$ cat src/rtl/irq_hub_pkg.sv
package irq_hub_pkg;

    localparam int unsigned REG_ADDR_W = 3;

    typedef enum logic [REG_ADDR_W-1:0] {
        OFS_EN_LO   = 3'd0,
        OFS_EN_HI   = 3'd1,
        OFS_FLAG_LO = 3'd2,
        OFS_FLAG_HI = 3'd3,
        OFS_MST_LO  = 3'd4,
        OFS_MST_HI  = 3'd5,
        OFS_BOOT    = 3'd6,
        OFS_PWR     = 3'd7
    } reg_ofs_e;

    typedef enum logic [1:0] {
        PM_RUN  = 2'd0,
        PM_HALT = 2'd1,
        PM_STOP = 2'd2
    } pmode_e;

    typedef struct packed {
        logic en_lo;
        logic en_hi;
        logic fl_lo;
        logic fl_hi;
        logic mst;
        logic boot;
        logic pwr;
    } wr_sel_t;

endpackage

$ cat src/rtl/irq_hub_decode.sv
module irq_hub_decode
    import irq_hub_pkg::*;
(
    input  logic                  bus_wr,
    input  logic [REG_ADDR_W-1:0] bus_addr,
    output wr_sel_t               sel
);
    always_comb begin
        sel = '0;
        if (bus_wr) begin
            case (reg_ofs_e'(bus_addr))
                OFS_EN_LO:   sel.en_lo = 1'b1;
                OFS_EN_HI:   sel.en_hi = 1'b1;
                OFS_FLAG_LO: sel.fl_lo = 1'b1;
                OFS_FLAG_HI: sel.fl_hi = 1'b1;
                OFS_MST_LO:  sel.mst   = 1'b1;
                OFS_BOOT:    sel.boot  = 1'b1;
                OFS_PWR:     sel.pwr   = 1'b1;
                default:     sel       = '0;
            endcase
        end
    end
endmodule

$ cat src/rtl/irq_hub_pending.sv
module irq_hub_pending #(
    parameter int unsigned NSRC = 14
) (
    input  logic            clk,
    input  logic            rst_n,
    input  logic            clr_lo,
    input  logic            clr_hi,
    input  logic [7:0]      wdata,
    input  logic [NSRC-1:0] req,
    output logic [NSRC-1:0] flag_q
);
    typedef struct packed {
        logic [NSRC-1:0] bits;
    } pend_t;

    pend_t           pend_d, pend_q;
    logic [NSRC-1:0] clr_bit;

    for (genvar i = 0; i < NSRC; i++) begin : g_lane
        localparam int unsigned LANE = i / 8;
        localparam int unsigned POS  = i % 8;
        if (LANE == 0) begin : g_lo
            assign clr_bit[i] = clr_lo & wdata[POS];
        end else begin : g_hi
            assign clr_bit[i] = clr_hi & wdata[POS];
        end
    end

    always_comb begin
        pend_d.bits = (pend_q.bits & ~clr_bit) | req;
    end

    always_ff @(posedge clk or negedge rst_n) begin
        if (!rst_n) pend_q <= '0;
        else        pend_q <= pend_d;
    end

    assign flag_q = pend_q.bits;
endmodule

$ cat src/rtl/irq_hub_power.sv
module irq_hub_power
    import irq_hub_pkg::*;
(
    input  logic   clk,
    input  logic   rst_n,
    input  logic   pwr_we,
    input  logic   stop_sel,
    input  logic   wake,
    output pmode_e mode_q
);
    typedef struct packed {
        pmode_e mode;
    } pwr_t;

    pwr_t pwr_d, pwr_q;

    always_comb begin
        pwr_d = pwr_q;
        if (pwr_q.mode == PM_HALT && wake) pwr_d.mode = PM_RUN;
        if (pwr_we) pwr_d.mode = stop_sel ? PM_STOP : PM_HALT;
    end

    always_ff @(posedge clk or negedge rst_n) begin
        if (!rst_n) pwr_q <= '{mode: PM_RUN};
        else        pwr_q <= pwr_d;
    end

    assign mode_q = pwr_q.mode;
endmodule

$ cat src/rtl/irq_hub.sv
module irq_hub
    import irq_hub_pkg::*;
#(
    parameter int unsigned NSRC = 14
) (
    input  logic                  clk,
    input  logic                  rst_n,
    input  logic                  bus_wr,
    input  logic [REG_ADDR_W-1:0] bus_addr,
    input  logic [7:0]            bus_wdata,
    output logic [7:0]            bus_rdata,
    input  logic [NSRC-1:0]       src_req,
    output logic                  cpu_irq,
    output logic                  cpu_halt,
    output logic                  cpu_stop
);
    localparam int unsigned PAD_W = 16;

    typedef struct packed {
        logic [NSRC-1:0] en;
        logic            ime;
        logic            boot;
    } ctl_t;

    ctl_t            ctl_d, ctl_q;
    wr_sel_t         sel;
    logic [NSRC-1:0] flag_q;
    logic [NSRC-1:0] en_q;
    logic            ime_q;
    pmode_e          mode_q;
    logic [PAD_W-1:0] en_pad, flag_pad;

    irq_hub_decode u_dec (
        .bus_wr   (bus_wr),
        .bus_addr (bus_addr),
        .sel      (sel)
    );

    irq_hub_pending #(.NSRC(NSRC)) u_pend (
        .clk    (clk),
        .rst_n  (rst_n),
        .clr_lo (sel.fl_lo),
        .clr_hi (sel.fl_hi),
        .wdata  (bus_wdata),
        .req    (src_req),
        .flag_q (flag_q)
    );

    irq_hub_power u_pwr (
        .clk      (clk),
        .rst_n    (rst_n),
        .pwr_we   (sel.pwr),
        .stop_sel (bus_wdata[7]),
        .wake     (|(ctl_q.en & flag_q)),
        .mode_q   (mode_q)
    );

    always_comb begin
        ctl_d = ctl_q;
        for (int i = 0; i < int'(NSRC); i++) begin
            if (i < 8 && sel.en_lo) ctl_d.en[i] = bus_wdata[i % 8];
            if (i >= 8 && sel.en_hi) ctl_d.en[i] = bus_wdata[i % 8];
        end
        if (sel.mst)  ctl_d.ime  = bus_wdata[0];
        if (sel.boot) ctl_d.boot = bus_wdata[0];
    end

    always_ff @(posedge clk or negedge rst_n) begin
        if (!rst_n) ctl_q <= '0;
        else        ctl_q <= ctl_d;
    end

    assign en_q     = ctl_q.en;
    assign ime_q    = ctl_q.ime;
    assign en_pad   = PAD_W'(ctl_q.en);
    assign flag_pad = PAD_W'(flag_q);

    always_comb begin
        case (reg_ofs_e'(bus_addr))
            OFS_EN_LO:   bus_rdata = en_pad[7:0];
            OFS_EN_HI:   bus_rdata = en_pad[15:8];
            OFS_FLAG_LO: bus_rdata = flag_pad[7:0];
            OFS_FLAG_HI: bus_rdata = flag_pad[15:8];
            OFS_MST_LO:  bus_rdata = {7'd0, ctl_q.ime};
            OFS_BOOT:    bus_rdata = {7'd0, ctl_q.boot};
            default:     bus_rdata = 8'd0;
        endcase
    end

    assign cpu_irq  = ctl_q.ime & (|flag_q);
    assign cpu_halt = (mode_q == PM_HALT);
    assign cpu_stop = (mode_q == PM_STOP);
endmodule

$ cat config.mk
export PLATFORM = sky130hd
export DESIGN_NAME = irq_hub
export DESIGN_NICKNAME = d
export VERILOG_FILES = /design/src/rtl/irq_hub_pkg.sv /design/src/rtl/irq_hub_decode.sv /design/src/rtl/irq_hub_pending.sv /design/src/rtl/irq_hub_power.sv /design/src/rtl/irq_hub.sv
export SDC_FILE = /design/constraint.sdc
export NUM_CORES = 1
export LEC_CHECK = 0
export ABC_AREA = 1
export BUFFER_PORTS_ARGS = -buffer_cell sky130_fd_sc_hd__buf_2
export CAP_MARGIN = 20
export CORE_MARGIN = 3
export CORE_UTILIZATION = 53
export DETAILED_ROUTE_END_ITERATION = 16
export GPL_TIMING_DRIVEN = 0
export PLACE_DENSITY = 0.79
export SLEW_MARGIN = 20
export SYNTH_ARGS = -nofsm -noshare
export SYNTH_HDL_FRONTEND = slang
export SYNTH_SLANG_ARGS = --single-unit
$ cat constraint.sdc
create_clock -name clk -period 1.3 [get_ports clk]
set_input_delay 0.065 -clock clk [delete_from_list [all_inputs] [get_ports clk]]
set_output_delay 0.065 -clock clk [all_outputs]
set_load 0.01 [all_outputs]
### Word level (Yosys, flattened, before mapping)

Cells that the tools add are included.

| word-level totals | value |
|---|---|
| memory bits (read-only) | 0 |
| flip-flop bits (word level) | 32 |
| bits in writable memories | 0 |
| latch bits | 0 |
| output and inout port bits | 11 |
| memories kept | 0 |

| cells by class | value |
|---|---|
| $add $sub $neg | 0 |
| equality and inequality tests | 8 |
| divide/modulo/power cells | 0 |
| reduce and logical (&&, ||, !) cells | 5 |
| order comparisons | 0 |
| shift operators | 0 |
| bitwise operators | 19 |
| multiplexer cells | 12 |
| $mul | 0 |

Operator list:

| operator | count |
|---|---|
| $pmux 8 s6 | 1 |
| $and 14x14->14 | 2 |
| $reduce_or 14->1 | 2 |
| $and 1x1->1 | 15 |
| $not 14->14 | 1 |
| $or 14x14->14 | 1 |
| $eq 3x3->1 const B | 3 |
| $mux 1 | 7 |
| $mux 7 | 1 |
| $eq 3x2->1 const B | 2 |
| $mux 2 | 3 |
| $eq 3x1->1 const B | 1 |
| $logic_not 3->1 | 1 |
| $eq 2x1->1 const B | 1 |
| $eq 2x2->1 const B | 1 |
| $reduce_bool 2->1 | 1 |
| $logic_and 1x1->1 | 1 |

### Depth between registers and ports, before layout

Gate-level depths: netlist of the first run.

| depth | value |
|---|---|
| depth after elaboration | 7 |
| mapped depth | 7 |
| mapped depth without buffers | 7 |

### Modules after synthesis

A second synthesis of the first run with hierarchy kept.

| second synthesis, totals | value |
|---|---|
| cell total of the unflattened synthesis | 251 |
| area total of the unflattened synthesis | 1752.9 um^2 |

By module, submodules not included:

| module | area an instance (um^2) | times used | seq. area each (um^2) | cells each |
|---|---|---|---|---|
| irq_hub | 1036.0 | 1 | 400.4 | 152 |
| irq_hub_pending | 565.5 | 1 | 350.3 | 71 |
| irq_hub_power | 88.8 | 1 | 50.0 | 12 |
| irq_hub_decode | 62.6 | 1 | 0.0 | 16 |

### Worst setup path before layout of the first run

OpenSTA, ideal clock, no wires.

| path | value |
|---|---|
| kind | register to register |
| from | register ctl_q (netlist bit en_q[10]) |
| to | register u_pwr.pwr_q (netlist bit u_pwr.mode_q[0]) |
| path buffers | 0 |
| library setup time | 65 ps |
| stages on the path, launching flop included | 8 |
| path slack | 394 ps |
| data arrival time | 841 ps |
| cells stage by stage | dfrtp_1 -> nand2_1 -> nand2_1 -> nor2_1 -> nand2_1 -> o21ai_0 -> nand2_1 -> nand2_1 |

| on the way | value |
|---|---|
| word-level cells in the longest chain between the ends | 4 |

Ends and longest elaborated chain:

| element | line | RTL |
|---|---|---|
| from (decl) | irq_hub.sv:25 | `ctl_t ctl_d, ctl_q;` |
| from (signal assigned) | irq_hub.sv:70 | `else ctl_q <= ctl_d;` |
| $and 14x14->14 | irq_hub.sv:54 | `.wake (\|(ctl_q.en & flag_q)),` |
| $reduce_or 14->1 | irq_hub.sv:54 |  |
| $logic_and 1x1->1 | irq_hub_power.sv:19 | `if (pwr_q.mode == PM_HALT && wake) pwr_d.mode = PM_RUN;` |
| $reduce_bool 2->1 (no line) | -- |  |
| to (signal assigned) | irq_hub_power.sv:24 | `if (!rst_n) pwr_q <= '{mode: PM_RUN};` |
| to (signal assigned) | irq_hub_power.sv:25 | `else pwr_q <= pwr_d;` |
| to (decl) | irq_hub_power.sv:15 | `pwr_t pwr_d, pwr_q;` |

No other way between the ends.
A chain may end at the register's enable or synchronous reset.

### Worst setup path after layout of the first run

| path | value |
|---|---|
| from | register u_pend.pend_q (netlist bit u_pend.flag_q[8]) |
| to | output bus_rdata[0] |

| on the way | value |
|---|---|
| word-level cells in the longest chain between the ends | 1 |

Ends and longest elaborated chain:

| element | line | RTL |
|---|---|---|
| from (decl) | irq_hub_pending.sv:16 | `pend_t pend_d, pend_q;` |
| from (signal assigned) | irq_hub_pending.sv:35 | `else pend_q <= pend_d;` |
| $pmux 8 s6 | irq_hub.sv:79 | `case (reg_ofs_e'(bus_addr))` |
| to (decl) | irq_hub.sv:11 | `output logic [7:0] bus_rdata,` |

No other way between the ends.

==> results_dict.tcl, run 1 <==
set metrics [dict create \
    dp_cells 296 \
    finalSetupViolCount 2 \
    synthTopCellsByCount "nand2_1 (67), dfrtp_1 (32), inv_1 (28)" \
    rr_worst_depth 8 \
    fp.dieH_um 62.5 \
    arrival_ns 1.34 \
    totalWireLength_um 4100 \
    num-nets-final 312 \
    clkTransAtPathRegs_ns 0.10 \
    cp-startpoint "u_pend.flag_q[8]$_DFF_PN0_" \
    finalHoldViolCount 0 \
    p_leak_uw 0.00119 \
    fin_crit_sh 1.08 \
    r2r_end "u_pwr.mode_q[0]$_DFFE_PN0P_" \
    synthFlopType "dfrtp_1" \
    fillers 223 \
    grt_remaining_overflow 0 \
    clock-sinks 32 \
    grt_first_pass_wirelength_um 7010 \
    initial_core_util 0.584 \
    maxCapViolations 0 \
    powerDensity_nw_per_um2 1010 \
    syn_area_um2 1690 \
    cpMaxStageDelayCell "dfrtp_1" \
    hold_ws_ns 0.0278 \
    drt-vias-per-instance 4.90 \
    crit_chain "inv_2, buf_4, nor2_1, a21oi_1, nand4_1, buf_2" \
    layout-drive-gt1-share 0.324 \
    die_w_um 62.5 \
    r2r_start "u_pend.flag_q[2]$_DFF_PN0_" \
    fp.dieArea_um2 3910 \
    ant_nets 0 \
    synth-seq-cells 32 \
    clock_latency_ns 0.32 \
    final_core_util 0.768 \
    critPathKind "reg2out" \
    seqCellArea_um2 801 \
    cts_max_level 2 \
    crit_end "bus_rdata[0]" \
    synth_most_common_cell "nand2_1" \
    num_vias 1599 \
    grt_max_degree 33 \
    synth_top_area_share 0.473 \
    min_period_ns 1.41 \
    synth_seq_area_share 0.473 \
    place_hpwl_um 2860 \
    fp-row-count 19 \
    cp_max_fo 2 \
    timing.final.ws_setup_ns -0.105 \
    rrSetupSlack_ns 0.15 \
    cts_buffers 5 \
    violations "negative setup slack" \
    relSlewSlack 0.535 \
    syn_nets 244 \
    irDropWorstVdd_v 0.000713 \
    core_um2 2900 \
    worst_ep_required_time_ns 1.24 \
    drc 0 \
    diodes 0 \
    antenna_found_initial 0 \
    cts_tree "yes" \
    outcome "complete, but fails checks" \
    worstMarginPinSlew_ns 0.698 \
    ys_warn_count 0 \
    hold_path_class "in2reg" \
    grt_pass1_vias 1508 \
    fmax_ghz 0.711 \
    clockBufferDepth 2 \
    gp_congestion 0.815 \
    start_kind "flip-flop" \
    track_usage 0.225 \
    synth.distinct_cells 22 \
    finClkSkew_ns 0.00542 \
    async_flop_share 1.00 \
    design.portCount 39 \
    final.setup.tns_ns -0.210 \
    synth_top_area_cell "dfrtp_1" \
    multi_input_area_um2 769 \
    syn_area_per_cell_um2 7.84 \
    synthCells 216 \
    layout.cells.non_filler 326 \
    wl_per_cell_um 12.6 \
    firstDrtPassIters 4 \
    end_kind "primary output" \
    drt_iter0_drc 72 \
    ys_top_cells_by_area "dfrtp_1 (47%), nand2_1 (15%), inv_1 (6.2%), o21ai_2 (4.1%), nor2_1 (4.0%)" \
    numPortBuffers 38 \
    slew_violations 0 \
    cts-root-buf "clkbuf_4" \
    cp_slowest_stage_delay_ns 0.41 \
    synth_edf_count 0 \
    place_ws_ns 0.179 \
    rsz0062_at_grt "yes" \
    area_growth_syn_to_layout_pct 31.5 \
]
cell usage in the layout (no fill, tap or decap), types with 3 or more instances in the layout:
| cell | Yosys | final |
|---|---|---|
| inv_1 | 28 | 21 |
| o21bai_1 | 8 | 8 |
| nand4_1 | 5 | 5 |
| o21ai_1 | 12 | 13 |
| buf_2 | 0 | 38 |
| dlygate4sd3_1 | 0 | 16 |
| dfrtp_1 | 32 | 32 |
| clkbuf_4 | 0 | 5 |
| o2111ai_2 | 0 | 3 |
| o21ai_0 | 5 | 4 |
| nand2_2 | 7 | 8 |
| o21ai_2 | 8 | 8 |
| buf_4 | 0 | 7 |
| inv_2 | 6 | 13 |
| nand2_1 | 67 | 66 |
| nor2_1 | 18 | 18 |
| nand3_1 | 3 | 3 |
where the power goes:
part	internal, uW	switching, uW
Sequential	1110	91.7
Clock	199	320
Combinational	240	283
Total	1550	695
registers in the layout (all words and copies together), names as in the netlist:
| register | count |
|---|---|
| u_pend.flag_q | 14 |
| ctl_q | 1 |
| u_pwr.mode_q | 2 |
| en_q | 14 |
| ime_q | 1 |
routing by layer:
metal	vias up	GRT usage	wire, um
li1	827	-	-
met1	724	0.299	1810
met2	40	0.361	2050
met3	8	0.0612	180
met4	0	0.0606	57
met5	-	0	0
per-stage QoR:
step	instance area (um^2)	power [uW]
after floorplan	1690	1500
after global placement	1940	1670
after detailed placement	1940	1680
after CTS	2170	2230
after global routing	2230	2400
final	2230	2240
area by class of cell:
type | count | share of cell area
Sequential cell | 32 | 0.359
Clock inverter | 1 | 0.00225
Clock buffer | 6 | 0.0185
Timing Repair Buffer | 61 | 0.181
Inverter | 35 | 0.0601
Buffer | 2 | 0.0101
Tap cell | 42 | 0.0236
Multi-Input combinational cell | 147 | 0.345
how the worst min path moves through the flow:
stage	startpoint	endpoint	slack, ns	cells after the start
finish	bus_wdata[7]	u_pwr.mode_q[0]$_DFFE_PN0P_	0.03	4
global route	bus_wdata[7]	en_q[7]$_DFFE_PN0P_	0.02	3
CTS	bus_wdata[7]	u_pwr.mode_q[0]$_DFFE_PN0P_	0.02	4
detailed placement	rst_n	en_q[2]$_DFFE_PN0P_	0.15	1
global placement	rst_n	u_pend.flag_q[2]$_DFF_PN0_	0.15	1
floorplan	rst_n	ctl_q[0]$_DFFE_PN0P_	-0.23	0
kinds of logic after synthesis:
| group | Yosys count | share of synthesized area |
|---|---|---|
| simple gates | 106 | 0.272 |
| compound gates | 41 | 0.163 |
| buf+inv | 37 | 0.0923 |
| flops | 32 | 0.473 |
critical path: cells and delay by family, from the launching register on:
kind	cells	cell delay, ns
buffers and inverters	3	0.36
and+or+nand+nor	2	0.14
AOI/OAI and AO/OA	1	0.11
DFF	1	0.41
what timing repair did:
item | 4_1_cts | 5_1_grt
setup endpoints to repair | 2 | 7
hold buffers | 16 | 0
gates cloned | 0 | 0
setup buffers | 2 | 5
gates resized for setup | 7 | 8
endpoints found under the hold margin | 47 | 0
pin swaps | 0 | 4
Note: power is estimated with default switching activity, not from simulation.
==> inputs of run 2 (changes only) <==
--- a/config.mk
+++ b/config.mk
@@ -7,8 +7,8 @@
 export LEC_CHECK = 0
 export ABC_AREA = 1
 export BUFFER_PORTS_ARGS = -buffer_cell sky130_fd_sc_hd__buf_2
-export CAP_MARGIN = 20
-export CORE_MARGIN = 3
+export CAP_MARGIN = 0
+export CORE_MARGIN = 5
 export CORE_UTILIZATION = 53
 export DETAILED_ROUTE_END_ITERATION = 16
 export GPL_TIMING_DRIVEN = 0
==> constraint.sdc (replaced) <==
create_clock -name clk -period 1.3 [get_ports clk]
set_input_delay 0.065 -clock clk [delete_from_list [all_inputs] [get_ports clk]]
set_output_delay 0.065 -clock clk [all_outputs]
set_load 0.02 [all_outputs]
==> results_dict.tcl, run 2 (synthesis gave the netlist of run 1 again) <==
set metrics [dict create \
    grt_first_pass_wirelength_um 7180 \
    cts-root-buf "clkbuf_4" \
    hold_path_end "en_q[1]$_DFFE_PN0P_" \
    final_common_cell "nand2_1" \
    firstDrtPassIters 4 \
    met2_wirelength_um 2130 \
    grt_pass1_vias 1577 \
    violations "negative setup slack" \
    fp.dieH_um 66.5 \
    clockBufferDepth 2 \
    worstMarginPinSlew_ns 0.704 \
    maxCapViolations 0 \
    final_core_util 0.754 \
    relSlewSlack 0.531 \
    totalWireLength_um 4280 \
    worst_ep_required_time_ns 1.24 \
    wl_met3_um 229 \
    drt-vias-per-instance 4.96 \
    cts_max_level 2 \
    r2r_end "u_pwr.mode_q[0]$_DFFE_PN0P_" \
    start_kind "flip-flop" \
    rsz0062_at_grt "yes" \
    numPortBuffers 38 \
    clkTransAtPathRegs_ns 0.10 \
    design.portCount 39 \
    finalSetupViolCount 3 \
    final.setup.tns_ns -0.228 \
    min_period_ns 1.45 \
    r2r_start "u_pend.flag_q[1]$_DFF_PN0_" \
    powerDensity_nw_per_um2 1040 \
    diodes 0 \
    cp-startpoint "u_pend.flag_q[2]$_DFF_PN0_" \
    die_w_um 66.5 \
    rr_worst_depth 8 \
    finClkSkew_ns 0.00456 \
    timing.final.ws_setup_ns -0.155 \
    fp.dieArea_um2 4430 \
    grt_remaining_overflow 0 \
    fmax_ghz 0.687 \
    cp_max_fo 2 \
    irDropWorstVdd_v 0.000720 \
    drc 0 \
    highest_layer "met4" \
    holdPathStages 3 \
    fp-row-count 20 \
    critPathKind "reg2out" \
    num-nets-final 311 \
    cts_buffers 5 \
    ant_nets 0 \
    p_leak_uw 0.00123 \
    drt_iter0_drc 97 \
    num_vias 1628 \
    layout-drive-gt1-share 0.338 \
    cts_tree "yes" \
    clock_latency_ns 0.34 \
    track_usage 0.218 \
    wl_per_cell_um 13.1 \
    finalHoldViolCount 0 \
    place_hpwl_um 2960 \
    rrSetupSlack_ns 0.11 \
    end_kind "primary output" \
    fin_crit_sh 1.12 \
    initial_core_util 0.555 \
    final_cell_mix "nand2_1 (63), buf_2 (33), dfrtp_1 (31), inv_1 (23), dlygate4sd3_1 (17)" \
    grt_max_degree 33 \
    antenna_found_initial 0 \
    core_um2 3050 \
    area_growth_syn_to_layout_pct 35.8 \
    slew_violations 0 \
    outcome "complete, but fails checks" \
    hold_start "bus_wdata[1]" \
    gp_congestion 0.841 \
    clock-sinks 32 \
    hold_path_class "in2reg" \
    routedLengthMet1_um 1840 \
    arrival_ns 1.39 \
]
[run 2: cell count changes in the layout (fill, tap and decap cells not counted), sizes merged]
cell,before,now
dlygate4sd3,16,17
clkinv,1,2
buf,47,45
[run 2: how the worst max path moves through the flow]
stage / to / slack (ns)
after global placement: cpu_irq / 0.05
after CTS: cpu_irq / -0.24
after floorplan: cpu_irq / 0.23
final: cpu_irq / -0.15
after detailed placement: cpu_irq / 0.06
after global routing: cpu_irq / -0.22
[run 2: final cells by class]
class | count | area, um^2
flip-flops and latches | 32 | 802
multi-input cells | 147 | 801
fillers | 238 | 752
repair buffers | 60 | 425
inverters | 35 | 134
well taps | 44 | 55.1
clock buffers | 6 | 51.3
plain buffers | 2 | 22.5
clock inverters | 2 | 10.0
[run 2: worst max-delay path, cell delays in order, from the launching register on]
cell      delay (ns)
dfrtp_1         0.40
nor2_1          0.12
nand2_1         0.11
nor4_4          0.17
a21boi_1        0.10
buf_4           0.16
[run 2: layer usage]
metal  GRT usage  up-vias
met5           0        -
met4      0.0914        0
met3      0.0422        9
met2       0.354       47
met1       0.283      751
li1            -      821
[run 2: where the power goes]
group | internal (uW) | switching (uW) | leakage [uW] | total, uW
registers | 1110 | 89.5 | 0.000350 | 1200
logic | 268 | 330 | 0.000838 | 598
clock network | 257 | 339 | 0.0000380 | 596
total | 1630 | 759 | 0.00123 | 2390
[run 2: through the flow]
stage               hold slack (ns)  cell area, um^2  setup slack, ns  total power (uW)  cells
detailed placement            0.147             1940           0.0621              1710    298
global route                 0.0318             2300           -0.224              2550    328
CTS                          0.0259             2220           -0.236              2350    327
floorplan                    -0.231             1690            0.226              1530    216
finish                       0.0338             2300           -0.155              2390    328
global placement              0.151             1940           0.0473              1700    298
[run 2: repair_timing]
action                                 4_1_cts  5_1_grt
pin swaps                                    2       12
buffers inserted                             4        2
endpoints found under the hold margin       49        0
hold buffers                                17        0
setup endpoints to repair                    3        9
gates cloned                                 0        0
gates resized for setup                      6       25
